===== src/rtl/smbx_pkg.sv =====
package smbx_pkg;

    localparam int REG_COUNT   = 40;
    localparam int DATA_BYTES  = 32;
    localparam int DATA_FIRST  = 4;
    localparam int IDXW        = $clog2(DATA_BYTES);
    localparam int CNTW        = IDXW + 1;

    localparam int OFF_PROTO    = 0;
    localparam int OFF_STATUS   = 1;
    localparam int OFF_ADDR     = 2;
    localparam int OFF_CMD      = 3;
    localparam int OFF_COUNT    = DATA_FIRST + DATA_BYTES;
    localparam int OFF_ALM_SRC  = OFF_COUNT + 1;
    localparam int OFF_ALM_D0   = OFF_COUNT + 2;
    localparam int OFF_ALM_D1   = OFF_COUNT + 3;

    localparam logic [6:0] K_FIRST  = 7'h02;
    localparam logic [6:0] K_SEND   = 7'h04;
    localparam logic [6:0] K_WRB    = 7'h06;
    localparam logic [6:0] K_BWR    = 7'h0A;
    localparam logic [6:0] K_BRD    = 7'h0B;
    localparam logic [6:0] K_BPCALL = 7'h0D;

    typedef logic [4:0] code_t;
    localparam code_t C_OK      = 5'h00;
    localparam code_t C_CMDDENY = 5'h12;
    localparam code_t C_BADLEN  = 5'h13;
    localparam code_t C_DEVDENY = 5'h17;
    localparam code_t C_NOPROTO = 5'h19;

    typedef enum logic [2:0] {
        SQ_IDLE, SQ_CHECK, SQ_ISSUE, SQ_WAIT, SQ_STATUS, SQ_CLEAR, SQ_EVENT
    } seq_st_e;

    typedef struct packed {
        logic       done;
        logic       alarm;
        logic       zero;
        code_t      code;
    } status_t;

    function automatic logic kind_reserved(input logic [6:0] k);
        return (k < K_FIRST) || (k > K_BPCALL);
    endfunction

    function automatic logic kind_has_cmd(input logic [6:0] k);
        return (k == K_SEND) || ((k >= K_WRB) && (k <= K_BPCALL));
    endfunction

    function automatic logic kind_rd_block(input logic [6:0] k);
        return (k == K_BRD) || (k == K_BPCALL);
    endfunction

endpackage


===== src/rtl/smbx_reqchk.sv =====
module smbx_reqchk
    import smbx_pkg::*;
#(
    parameter int                 N_BA      = 2,
    parameter int                 N_BP      = 2,
    parameter logic [N_BA*7-1:0]  BLK_ADDRS = {7'h35, 7'h0C},
    parameter logic [N_BP*15-1:0] BLK_PAIRS = {7'h12, 8'h20, 7'h0B, 8'h3F}
) (
    input  logic [6:0]      kind_i,
    input  logic [6:0]      dev_i,
    input  logic [7:0]      cmd_i,
    input  logic [7:0]      wcnt_i,
    input  logic [CNTW-1:0] rcnt_i,
    output logic            ok_o,
    output code_t           code_o,
    output logic            rcnt_bad_o
);
    logic [N_BA-1:0] dev_hit;
    logic [N_BP-1:0] pair_hit;

    for (genvar i = 0; i < N_BA; i++) begin : g_dev
        assign dev_hit[i] = (dev_i == BLK_ADDRS[i*7 +: 7]);
    end

    for (genvar j = 0; j < N_BP; j++) begin : g_pair
        assign pair_hit[j] = (dev_i == BLK_PAIRS[j*15+8 +: 7]) &&
                             (cmd_i == BLK_PAIRS[j*15 +: 8]);
    end

    logic       wlen_bad;
    logic [7:0] wr_lim;
    logic [7:0] rd_lim;
    logic [7:0] rcnt_ext;

    always_comb begin
        wr_lim   = (kind_i == K_BPCALL) ? 8'd31 : 8'd32;
        wlen_bad = ((kind_i == K_BWR) || (kind_i == K_BPCALL)) &&
                   ((wcnt_i == 8'd0) || (wcnt_i > wr_lim));
        rd_lim   = (kind_i == K_BPCALL) ? (8'd32 - wcnt_i) : 8'd32;
        rcnt_ext = 8'(rcnt_i);
        rcnt_bad_o = (rcnt_ext == 8'd0) || (rcnt_ext > rd_lim);
    end

    always_comb begin
        if (kind_reserved(kind_i))                    code_o = C_NOPROTO;
        else if (|dev_hit)                            code_o = C_DEVDENY;
        else if (kind_has_cmd(kind_i) && |pair_hit)   code_o = C_CMDDENY;
        else if (wlen_bad)                            code_o = C_BADLEN;
        else                                          code_o = C_OK;
        ok_o = (code_o == C_OK);
    end
endmodule


===== src/rtl/smbx_seq.sv =====
module smbx_seq
    import smbx_pkg::*;
(
    input  logic  clk,
    input  logic  rst,
    input  logic  start_i,
    input  logic  chk_ok_i,
    input  code_t chk_code_i,
    input  logic  req_ready_i,
    input  logic  rsp_valid_i,
    input  code_t rsp_code_i,
    input  logic  rd_block_i,
    input  logic  rcnt_bad_i,
    output logic  busy_o,
    output logic  req_valid_o,
    output logic  wait_o,
    output logic  sts_we_o,
    output logic  clr_o,
    output logic  evt_o,
    output code_t code_o
);
    seq_st_e st_q;
    code_t   code_q;

    always_ff @(posedge clk) begin
        if (rst) begin
            st_q   <= SQ_IDLE;
            code_q <= C_OK;
        end else begin
            unique case (st_q)
                SQ_IDLE:   if (start_i) st_q <= SQ_CHECK;
                SQ_CHECK: begin
                    if (chk_ok_i) st_q <= SQ_ISSUE;
                    else begin
                        code_q <= chk_code_i;
                        st_q   <= SQ_STATUS;
                    end
                end
                SQ_ISSUE:  if (req_ready_i) st_q <= SQ_WAIT;
                SQ_WAIT: begin
                    if (rsp_valid_i) begin
                        if (rsp_code_i != C_OK)           code_q <= rsp_code_i;
                        else if (rd_block_i && rcnt_bad_i) code_q <= C_BADLEN;
                        else                               code_q <= C_OK;
                        st_q <= SQ_STATUS;
                    end
                end
                SQ_STATUS: st_q <= SQ_CLEAR;
                SQ_CLEAR:  st_q <= SQ_EVENT;
                SQ_EVENT:  st_q <= SQ_IDLE;
                default:   st_q <= SQ_IDLE;
            endcase
        end
    end

    assign busy_o      = (st_q != SQ_IDLE);
    assign req_valid_o = (st_q == SQ_ISSUE);
    assign wait_o      = (st_q == SQ_WAIT);
    assign sts_we_o    = (st_q == SQ_STATUS);
    assign clr_o       = (st_q == SQ_CLEAR);
    assign evt_o       = (st_q == SQ_EVENT);
    assign code_o      = code_q;

    AST_REQ_HELD: assert property (@(posedge clk) disable iff (rst)
        req_valid_o && !req_ready_i |=> req_valid_o) else $error("req dropped");
    AST_EVT_PULSE: assert property (@(posedge clk) disable iff (rst)
        evt_o |=> !evt_o) else $error("event longer than one cycle");
endmodule


===== src/rtl/smbx_alarm.sv =====
module smbx_alarm #(
    parameter logic [6:0] HOST_ADDR = 7'h08
) (
    input  logic       clk,
    input  logic       rst,
    input  logic       alm_valid_i,
    input  logic [6:0] alm_dst_i,
    input  logic [6:0] alm_src_i,
    input  logic [7:0] alm_d0_i,
    input  logic [7:0] alm_d1_i,
    input  logic       clr_i,
    output logic       flag_o,
    output logic [6:0] src_o,
    output logic [7:0] d0_o,
    output logic [7:0] d1_o
);
    logic take;
    assign take = alm_valid_i && (alm_dst_i == HOST_ADDR) && !flag_o && !clr_i;

    always_ff @(posedge clk) begin
        if (rst) begin
            flag_o <= 1'b0;
            src_o  <= '0;
            d0_o   <= '0;
            d1_o   <= '0;
        end else if (clr_i) begin
            flag_o <= 1'b0;
        end else if (take) begin
            flag_o <= 1'b1;
            src_o  <= alm_src_i;
            d0_o   <= alm_d0_i;
            d1_o   <= alm_d1_i;
        end
    end

    AST_ALARM_LOCKED: assert property (@(posedge clk) disable iff (rst)
        flag_o && !clr_i |=> flag_o && $stable(src_o) && $stable(d0_o) && $stable(d1_o))
        else $error("latched alarm overwritten");
endmodule


===== src/rtl/smbx_host_regs.sv =====
module smbx_host_regs
    import smbx_pkg::*;
#(
    parameter int                 AW        = 8,
    parameter logic [AW-1:0]      BASE      = 8'h20,
    parameter logic [6:0]         HOST_ADDR = 7'h08,
    parameter int                 N_BA      = 2,
    parameter int                 N_BP      = 2,
    parameter logic [N_BA*7-1:0]  BLK_ADDRS = {7'h35, 7'h0C},
    parameter logic [N_BP*15-1:0] BLK_PAIRS = {7'h12, 8'h20, 7'h0B, 8'h3F}
) (
    input  logic            clk,
    input  logic            rst,
    input  logic [AW-1:0]   sw_addr,
    input  logic            sw_we,
    input  logic [7:0]      sw_wdata,
    output logic [7:0]      sw_rdata,
    output logic            req_valid,
    input  logic            req_ready,
    output logic [6:0]      req_kind,
    output logic            req_pec,
    output logic [6:0]      req_dev,
    output logic [7:0]      req_cmd,
    output logic [CNTW-1:0] req_count,
    input  logic            rsp_valid,
    input  logic [4:0]      rsp_code,
    input  logic [CNTW-1:0] rsp_count,
    input  logic [IDXW-1:0] eng_rd_idx,
    output logic [7:0]      eng_rd_byte,
    input  logic            eng_wr_en,
    input  logic [IDXW-1:0] eng_wr_idx,
    input  logic [7:0]      eng_wr_byte,
    input  logic            alm_valid,
    input  logic [6:0]      alm_dst,
    input  logic [6:0]      alm_src,
    input  logic [7:0]      alm_d0,
    input  logic [7:0]      alm_d1,
    output logic            done_evt
);
    logic [AW-1:0]   off;
    logic            hit, sw_wr, acc, start, sts_clear;
    logic            in_data;
    logic [IDXW-1:0] sw_idx;

    assign off       = sw_addr - BASE;
    assign hit       = (sw_addr >= BASE) && (off < AW'(REG_COUNT));
    assign sw_wr     = sw_we && hit;
    assign in_data   = (off >= AW'(DATA_FIRST)) && (off < AW'(OFF_COUNT));
    assign sw_idx    = IDXW'(off - AW'(DATA_FIRST));

    logic [7:0] proto_q, addr_q, cmd_q, cnt_q;
    logic       done_q;
    code_t      code_q;
    logic [7:0] data_q [DATA_BYTES];

    logic  busy, wait_st, sts_we, proto_clr;
    code_t seq_code;
    logic  chk_ok, rcnt_bad;
    code_t chk_code;
    logic  alm_flag;
    logic [6:0] alm_src_q;
    logic [7:0] alm_d0_q, alm_d1_q;

    assign acc       = sw_wr && !busy;
    assign start     = acc && (off == AW'(OFF_PROTO)) && (sw_wdata != 8'h00);
    assign sts_clear = sw_wr && (off == AW'(OFF_STATUS)) && (sw_wdata == 8'h00);

    smbx_reqchk #(.N_BA(N_BA), .N_BP(N_BP), .BLK_ADDRS(BLK_ADDRS), .BLK_PAIRS(BLK_PAIRS)) u_chk (
        .kind_i(proto_q[6:0]), .dev_i(addr_q[7:1]), .cmd_i(cmd_q), .wcnt_i(cnt_q),
        .rcnt_i(rsp_count), .ok_o(chk_ok), .code_o(chk_code), .rcnt_bad_o(rcnt_bad)
    );

    smbx_seq u_seq (
        .clk(clk), .rst(rst), .start_i(start), .chk_ok_i(chk_ok), .chk_code_i(chk_code),
        .req_ready_i(req_ready), .rsp_valid_i(rsp_valid), .rsp_code_i(rsp_code),
        .rd_block_i(kind_rd_block(proto_q[6:0])), .rcnt_bad_i(rcnt_bad),
        .busy_o(busy), .req_valid_o(req_valid), .wait_o(wait_st), .sts_we_o(sts_we),
        .clr_o(proto_clr), .evt_o(done_evt), .code_o(seq_code)
    );

    smbx_alarm #(.HOST_ADDR(HOST_ADDR)) u_alarm (
        .clk(clk), .rst(rst), .alm_valid_i(alm_valid), .alm_dst_i(alm_dst),
        .alm_src_i(alm_src), .alm_d0_i(alm_d0), .alm_d1_i(alm_d1), .clr_i(sts_clear),
        .flag_o(alm_flag), .src_o(alm_src_q), .d0_o(alm_d0_q), .d1_o(alm_d1_q)
    );

    always_ff @(posedge clk) begin
        if (rst) begin
            proto_q <= '0;
            addr_q  <= '0;
            cmd_q   <= '0;
            cnt_q   <= '0;
            done_q  <= 1'b0;
            code_q  <= C_OK;
            for (int i = 0; i < DATA_BYTES; i++) data_q[i] <= '0;
        end else begin
            if (proto_clr)   proto_q <= 8'h00;
            else if (start)  proto_q <= sw_wdata;

            if (start || sts_clear) begin
                done_q <= 1'b0;
                code_q <= C_OK;
            end else if (sts_we) begin
                done_q <= (seq_code == C_OK);
                code_q <= seq_code;
            end

            if (acc && off == AW'(OFF_ADDR)) addr_q <= sw_wdata;
            if (acc && off == AW'(OFF_CMD))  cmd_q  <= sw_wdata;

            if (wait_st && rsp_valid && kind_rd_block(proto_q[6:0]))
                cnt_q <= 8'(rsp_count);
            else if (acc && off == AW'(OFF_COUNT))
                cnt_q <= sw_wdata;

            if (eng_wr_en)              data_q[eng_wr_idx] <= eng_wr_byte;
            else if (acc && in_data)    data_q[sw_idx]     <= sw_wdata;
        end
    end

    status_t sts;
    assign sts = '{done: done_q, alarm: alm_flag, zero: 1'b0, code: code_q};

    always_comb begin
        sw_rdata = 8'h00;
        if (hit) begin
            if (in_data) sw_rdata = data_q[sw_idx];
            else begin
                unique case (off)
                    AW'(OFF_PROTO):   sw_rdata = proto_q;
                    AW'(OFF_STATUS):  sw_rdata = sts;
                    AW'(OFF_ADDR):    sw_rdata = addr_q;
                    AW'(OFF_CMD):     sw_rdata = cmd_q;
                    AW'(OFF_COUNT):   sw_rdata = cnt_q;
                    AW'(OFF_ALM_SRC): sw_rdata = {alm_src_q, 1'b0};
                    AW'(OFF_ALM_D0):  sw_rdata = alm_d0_q;
                    AW'(OFF_ALM_D1):  sw_rdata = alm_d1_q;
                    default:          sw_rdata = 8'h00;
                endcase
            end
        end
    end

    assign req_kind    = proto_q[6:0];
    assign req_pec     = proto_q[7];
    assign req_dev     = addr_q[7:1];
    assign req_cmd     = cmd_q;
    assign req_count   = cnt_q[CNTW-1:0];
    assign eng_rd_byte = data_q[eng_rd_idx];

    AST_EVT_AFTER_CLEAR: assert property (@(posedge clk) disable iff (rst)
        done_evt |-> (proto_q == 8'h00) && ($past(proto_q) != 8'h00))
        else $error("event not right after protocol clear");
    AST_STATUS_BEFORE_EVT: assert property (@(posedge clk) disable iff (rst)
        done_evt |-> (done_q != (code_q != C_OK)))
        else $error("event before status written");
    AST_NO_FILTERED_REQ: assert property (@(posedge clk) disable iff (rst)
        req_valid |-> chk_ok)
        else $error("rejected request issued");
    AST_BUSY_PROTO_STABLE: assert property (@(posedge clk) disable iff (rst)
        busy && !proto_clr |=> $stable(proto_q) && $stable(addr_q) && $stable(cmd_q))
        else $error("register changed in flight");
endmodule


===== config.mk =====
export PLATFORM = sky130hd
export DESIGN_NAME = smbx_host_regs
export DESIGN_NICKNAME = d
export VERILOG_FILES = /design/src/rtl/smbx_pkg.sv /design/src/rtl/smbx_reqchk.sv /design/src/rtl/smbx_seq.sv /design/src/rtl/smbx_alarm.sv /design/src/rtl/smbx_host_regs.sv
export SDC_FILE = /design/constraint.sdc
export NUM_CORES = 1
export LEC_CHECK = 0
export BUFFER_PORTS_ARGS = -buffer_cell sky130_fd_sc_hd__buf_4
export CAP_MARGIN = 20
export CORE_AREA = 2 2 196 198
export DETAILED_ROUTE_END_ITERATION = 8
export DIE_AREA = 0 0 198 200
export GPL_TIMING_DRIVEN = 0
export MAX_ROUTING_LAYER = met4
export PLACE_DENSITY = 0.75
export SLEW_MARGIN = 5
export SYNTH_ARGS = -nofsm -noshare
export SYNTH_HDL_FRONTEND = slang
export SYNTH_SLANG_ARGS = --single-unit

===== constraint.sdc =====
create_clock -name clk -period 5.45 [get_ports clk]
set_clock_uncertainty 0.1 [all_clocks]
set_input_delay 0.545 -clock clk [delete_from_list [all_inputs] [get_ports clk]]
set_output_delay 0.545 -clock clk [all_outputs]
set_load 0.03 [all_outputs]

==> impl.org <==
** Clock tree
- Total CTS buffers :: 35
- CTS Root Buffer Type :: sky130_fd_sc_hd__clkbuf_16
- Clock Pin Slew Worst Setup and Hold Paths :: roughly 0.06 ns
- Post-cts hold buffer count :: 0
- Clock latency on the worst-skew pair, taken at its later pin, is between 0.5 and 0.6 ns.
- Cells resized by post-CTS repair :: 0
- H-tree level count :: 2
- CTS tree :: done
- In this run the post-CTS setup repair buffer count came out at 0.
- The clock passes through at most 3 buffers.
- Clk sink count :: ~330

** Finish
- Filler Cell Count :: 3077
- The finished cells cover 20500 µm².
- At the end of the flow, the number of nets in the layout was around 1600.
- Cells with a size suffix above 1 make up just under 30% of the layout.
- At the end of the flow the core is filled with cells to roughly 55%.
- Compared with the post-synthesis result, the final layout area differs by 15.5%.

** Critical path
- Critical Setup Path Class :: primary input to output pin
- Worst stage delay on the critical path :: about 0.8 ns
- STA classifies the critical path startpoint as a primary input.
- The worst setup path is captured at an output pin.
- STA puts the critical path data arrival time at between 4 and 5 ns.
- Worst-case register-to-register setup slack :: around 1.2 ns
- Walking the worst path, the cells encountered are buf_4, buf_1, clkbuf_1, clkbuf_1, clkbuf_1, a22oi_1, o221ai_1, a21oi_1, a211oi_1, buf_4.
- Cell mode on critical path :: sky130_fd_sc_hd__clkbuf_1
- The critical path runs through a total of 10 cells.
- The most critical setup path has its endpoint at sw_rdata[1].
- Reg2reg end :: data_q[3][6]$_SDFFCE_PN0P_
- Grouping stages by cell kind, the critical path spends the most delay in buffers and inverters.
- Biggest fanout along the worst timing path :: 10
- Crit path launch :: sw_addr[1]
- The startpoint identified for the worst register-to-register timing path is u_seq.st_q[0]$_SDFFE_PP0P_.
- Measured in cells, the most critical reg-to-reg path has a length of 9.
- On the critical path, the stage with the largest delay is an instance of sky130_fd_sc_hd__clkbuf_1.
- CP required :: around 4.8 ns
- Number of buffer and inverter stages on the critical path :: 6

** Logic synthesis
- In the post-synthesis netlist, the biggest area contributors are sky130_fd_sc_hd__edfxtp_1, sky130_fd_sc_hd__mux4_2, sky130_fd_sc_hd__dfxtp_1, sky130_fd_sc_hd__nor2_1, sky130_fd_sc_hd__mux2i_1.
- Post-synthesis net count :: approximately 1500
- Counting flops with an async set or reset pin after synthesis yields a share of 0%.
- Gate Count Post-Synth :: 1358
- Cell types with the highest counts after synthesis :: sky130_fd_sc_hd__nor2_1, sky130_fd_sc_hd__edfxtp_1, sky130_fd_sc_hd__mux4_2
- Commonest register cell after synthesis :: sky130_fd_sc_hd__edfxtp_1
- Number of distinct standard cells referenced by the synthesized netlist :: 67
- Average instance area after synthesis :: about 13 µm²
- In this run, synthesis produced a sequential element count of 326.
- Most area-hungry cell type in the Yosys netlist :: sky130_fd_sc_hd__edfxtp_1
- Top cell type's share of synthesized area :: between 40 and 50%
- After synthesis, flip-flops and latches occupy between 50% and 60% of the total area.
- Yosys printed 0 warnings.
- Number of enable-type register cells in the synthesized netlist :: between 200 and 300
- Top-count cell post-synth :: sky130_fd_sc_hd__nor2_1
- Netlist Area Pre-Place :: 17800 µm²

** Route
- Count of routing violations after the opening detailed-route iteration :: ~1500
- Wirelength, routed :: about 57 mm
- In the routed design, unresolved DRC markers number 0.
- Count of nets left with antenna violations after detail routing :: 0
- Summing over every cut layer, the via total after detailed routing is 13133.
- After detailed routing, the average wire length per cell comes to between 20 and 30 µm.
- Before antenna repair, the detailed router went through 5 iterations.
- Using the TritonRoute via totals, the vias-per-cell ratio works out to roughly 6.4.

** Timing
- Final period util :: around nine tenths
- The final count of pins violating max slew was 0.
- Setup repair after global routing left no endpoint under its margin.
- The number of hold violations in the final report is 0.
- For the final routed database, the setup TNS stands at 0 ns.
- Worst max-slew margin expressed relative to the limit :: between 10% and 20%
- In the post-route analysis, the smallest setup slack over all paths is 0.533 ns.
- Time the worst path needs with I/O delays and setup :: 4.92 ns
- Total setup violations reported at the end of the flow :: 0
- Transition time at the pin with the least slew margin :: between 1 and 1.5 ns
- Static timing analysis puts the maximum clock frequency at 0.203 GHz.

** Floorplanning
- The floorplan step set the die height to 200 µm.
- 129 I/O pins were placed.
- Standard-cell row count :: 71
- The floorplan step set the die width to 198 µm.
- For this configuration, the core starts out at a cell density of 47.5%.
- Die area :: between 30000 and 40000 µm²
- Area of the core :: 37400 µm²

** Pwr
- Summed over all nets, the switching power comes to 1.46 mW.
- Per report_power, the sequential group accounts for around 47% of the total.
- Of the total power, combinational logic draws a little under an eighth.
- The internal power of the cells totals between 4 and 5 mW.
- Per report_power, the clock group accounts for 41.7% of the total.
- Cell leakage power :: around 7.5 nW
- Switching share of power :: 24.5%
- Dividing total power by cell area gives a power density of between 200 and 300 nW/µm².
- Peak supply drop :: around 0.26 mV

** Placement
- Post-Place Worst Slack :: about 0.63 ns
- Count of port buffers added during placement :: between 100 and 150
- Dpl hpwl :: 42.8 mm
- The congestion estimate from routability-driven global placement came to between 1 and 1.5.
- Total placed instance area :: a little under 20000 µm²

** Global route
- The via count of the first global-routing pass is roughly 13000.
- The first global-routing pass estimated around 83 mm of wire.
- Pin count of the biggest net entering global routing :: 15
- Grt ovf :: 0
- The number of antenna violations at the first check in global routing came to 2.
- Global Route Usage Sum :: 30.1%

** Job
- Across the run, the number of max-cap violations was 0.

** Worst hold path
- The min-delay analysis places its worst path in the category primary input to flip-flop.

** Run status
- The run finished with clean final reports.
## worst register-to-register path: cells and delay by family (launching register included)
kind	cells	cell delay (ns)
AOI/OAI and AO/OA	2	1.18
buffers and inverters	3	0.49
DFF	1	0.29
and+or+nand+nor	4	1.88
## per-stage QoR
stage | std cells | power, mW | hold WS [ns]
CTS | 2051 | 5.94 | 0.143
finish | 2055 | 5.95 | 0.154
floorplan | 1358 | 3.23 | 0.345
detailed placement | 1991 | 3.50 | 0.369
global route | 2055 | 6.08 | 0.170
global placement | 1991 | 3.48 | 0.369
## routing by layer
metal  vias to the layer above  track usage [%]  routed length, µm
met5                         -                -                  0
met4                         0             14.8               3280
met3                       192             6.47               6920
met2                       992             46.5              26100
met1                      6459             38.2              20400
li1                       5490                -                  -
## power groups by stage
| stage | clock network, mW | logic (mW) | registers (mW) |
|---|---|---|---|
| 2_1_floorplan | 0 | 0.416 | 2.81 |
| 3_3_place_gp | 0 | 0.665 | 2.82 |
| 3_5_place_dp | 0 | 0.673 | 2.83 |
| 4_1_cts | 2.49 | 0.676 | 2.78 |
| 5_1_grt | 2.58 | 0.714 | 2.78 |
| 6_report | 2.48 | 0.692 | 2.78 |
## layout make-up
class                   count  area, µm²  area share [%]
multi-input cells         912       8150            39.7
diodes                      2       5.00          0.0244
flip-flops and latches    326       9090            44.2
clock inverters            16        224            1.09
clock buffers              44        953            4.64
well taps                 511        639            3.11
repair buffers            124        938            4.57
inverters                  17       63.8           0.311
plain buffers             103        482            2.35
## worst min path at each step
stage	startpoint	end	slack, ns	cells after the start
floorplan	u_seq.code_o[3]$_SDFFE_PP0P_	u_seq.code_o[3]$_SDFFE_PP0P_	0.34	2
global placement	u_alarm.d1_o[1]$_SDFFE_PP0P_	u_alarm.d1_o[1]$_SDFFE_PP0P_	0.37	2
detailed placement	u_seq.code_o[3]$_SDFFE_PP0P_	u_seq.code_o[3]$_SDFFE_PP0P_	0.37	2
CTS	alm_d0[0]	u_alarm.d0_o[0]$_SDFFE_PP0P_	0.14	3
global route	alm_d0[7]	u_alarm.d0_o[7]$_SDFFE_PP0P_	0.17	3
finish	alm_d0[1]	u_alarm.d0_o[1]$_SDFFE_PP0P_	0.15	3
## registers in the layout, summed over array words and instances, names as in the netlist
register and flops:
addr_q 8, cnt_q 8, code_q 5, data_q 256, done_q 1, proto_q 8, req_cmd 8, u_alarm.d0_o 8
u_alarm.d1_o 8, u_alarm.flag_o 1, u_alarm.src_o 7, u_seq.code_o 5, u_seq.st_q 3
## placed cells by master, fill, tap and decap left out, types with 5 or more instances in the layout
| cell | instances |
|---|---|
| sky130_fd_sc_hd__nand2b_1 | 38 |
| sky130_fd_sc_hd__a211oi_1 | 16 |
| sky130_fd_sc_hd__buf_1 | 21 |
| sky130_fd_sc_hd__mux2_2 | 14 |
| sky130_fd_sc_hd__nor3_1 | 19 |
| sky130_fd_sc_hd__nor4_1 | 8 |
| sky130_fd_sc_hd__or3_1 | 6 |
| sky130_fd_sc_hd__bufinv_16 | 5 |
| sky130_fd_sc_hd__nor2_1 | 335 |
| sky130_fd_sc_hd__buf_4 | 136 |
| sky130_fd_sc_hd__nand2_2 | 32 |
| sky130_fd_sc_hd__nor4b_1 | 5 |
| sky130_fd_sc_hd__edfxtp_1 | 256 |
| sky130_fd_sc_hd__mux4_2 | 167 |
| sky130_fd_sc_hd__dfxtp_1 | 70 |
| sky130_fd_sc_hd__nand3b_1 | 7 |
| sky130_fd_sc_hd__clkbuf_16 | 36 |
| sky130_fd_sc_hd__a21oi_1 | 26 |
| sky130_fd_sc_hd__a221oi_1 | 5 |
| sky130_fd_sc_hd__o21ai_0 | 9 |
| sky130_fd_sc_hd__mux2i_1 | 81 |
| sky130_fd_sc_hd__buf_2 | 28 |
| sky130_fd_sc_hd__nand3_1 | 8 |
| sky130_fd_sc_hd__ha_1 | 19 |
| sky130_fd_sc_hd__nand2_1 | 44 |
| sky130_fd_sc_hd__clkinv_2 | 6 |
| sky130_fd_sc_hd__inv_1 | 16 |
| sky130_fd_sc_hd__nor2b_1 | 6 |
| sky130_fd_sc_hd__clkbuf_1 | 43 |
## kinds of logic after synthesis
kind of cell	after synthesis	synth area share, %
AO/OA/AOI/OAI	93	3.98
adder cells (fa/ha/maj)	19	1.34
multiplexers	262	26.6
XOR/XNOR	5	0.246
flip-flops	326	51.1
buffers and inverters	120	3.07
AND/OR/NAND/NOR	533	13.6
(Power assumes the default switching activity.)
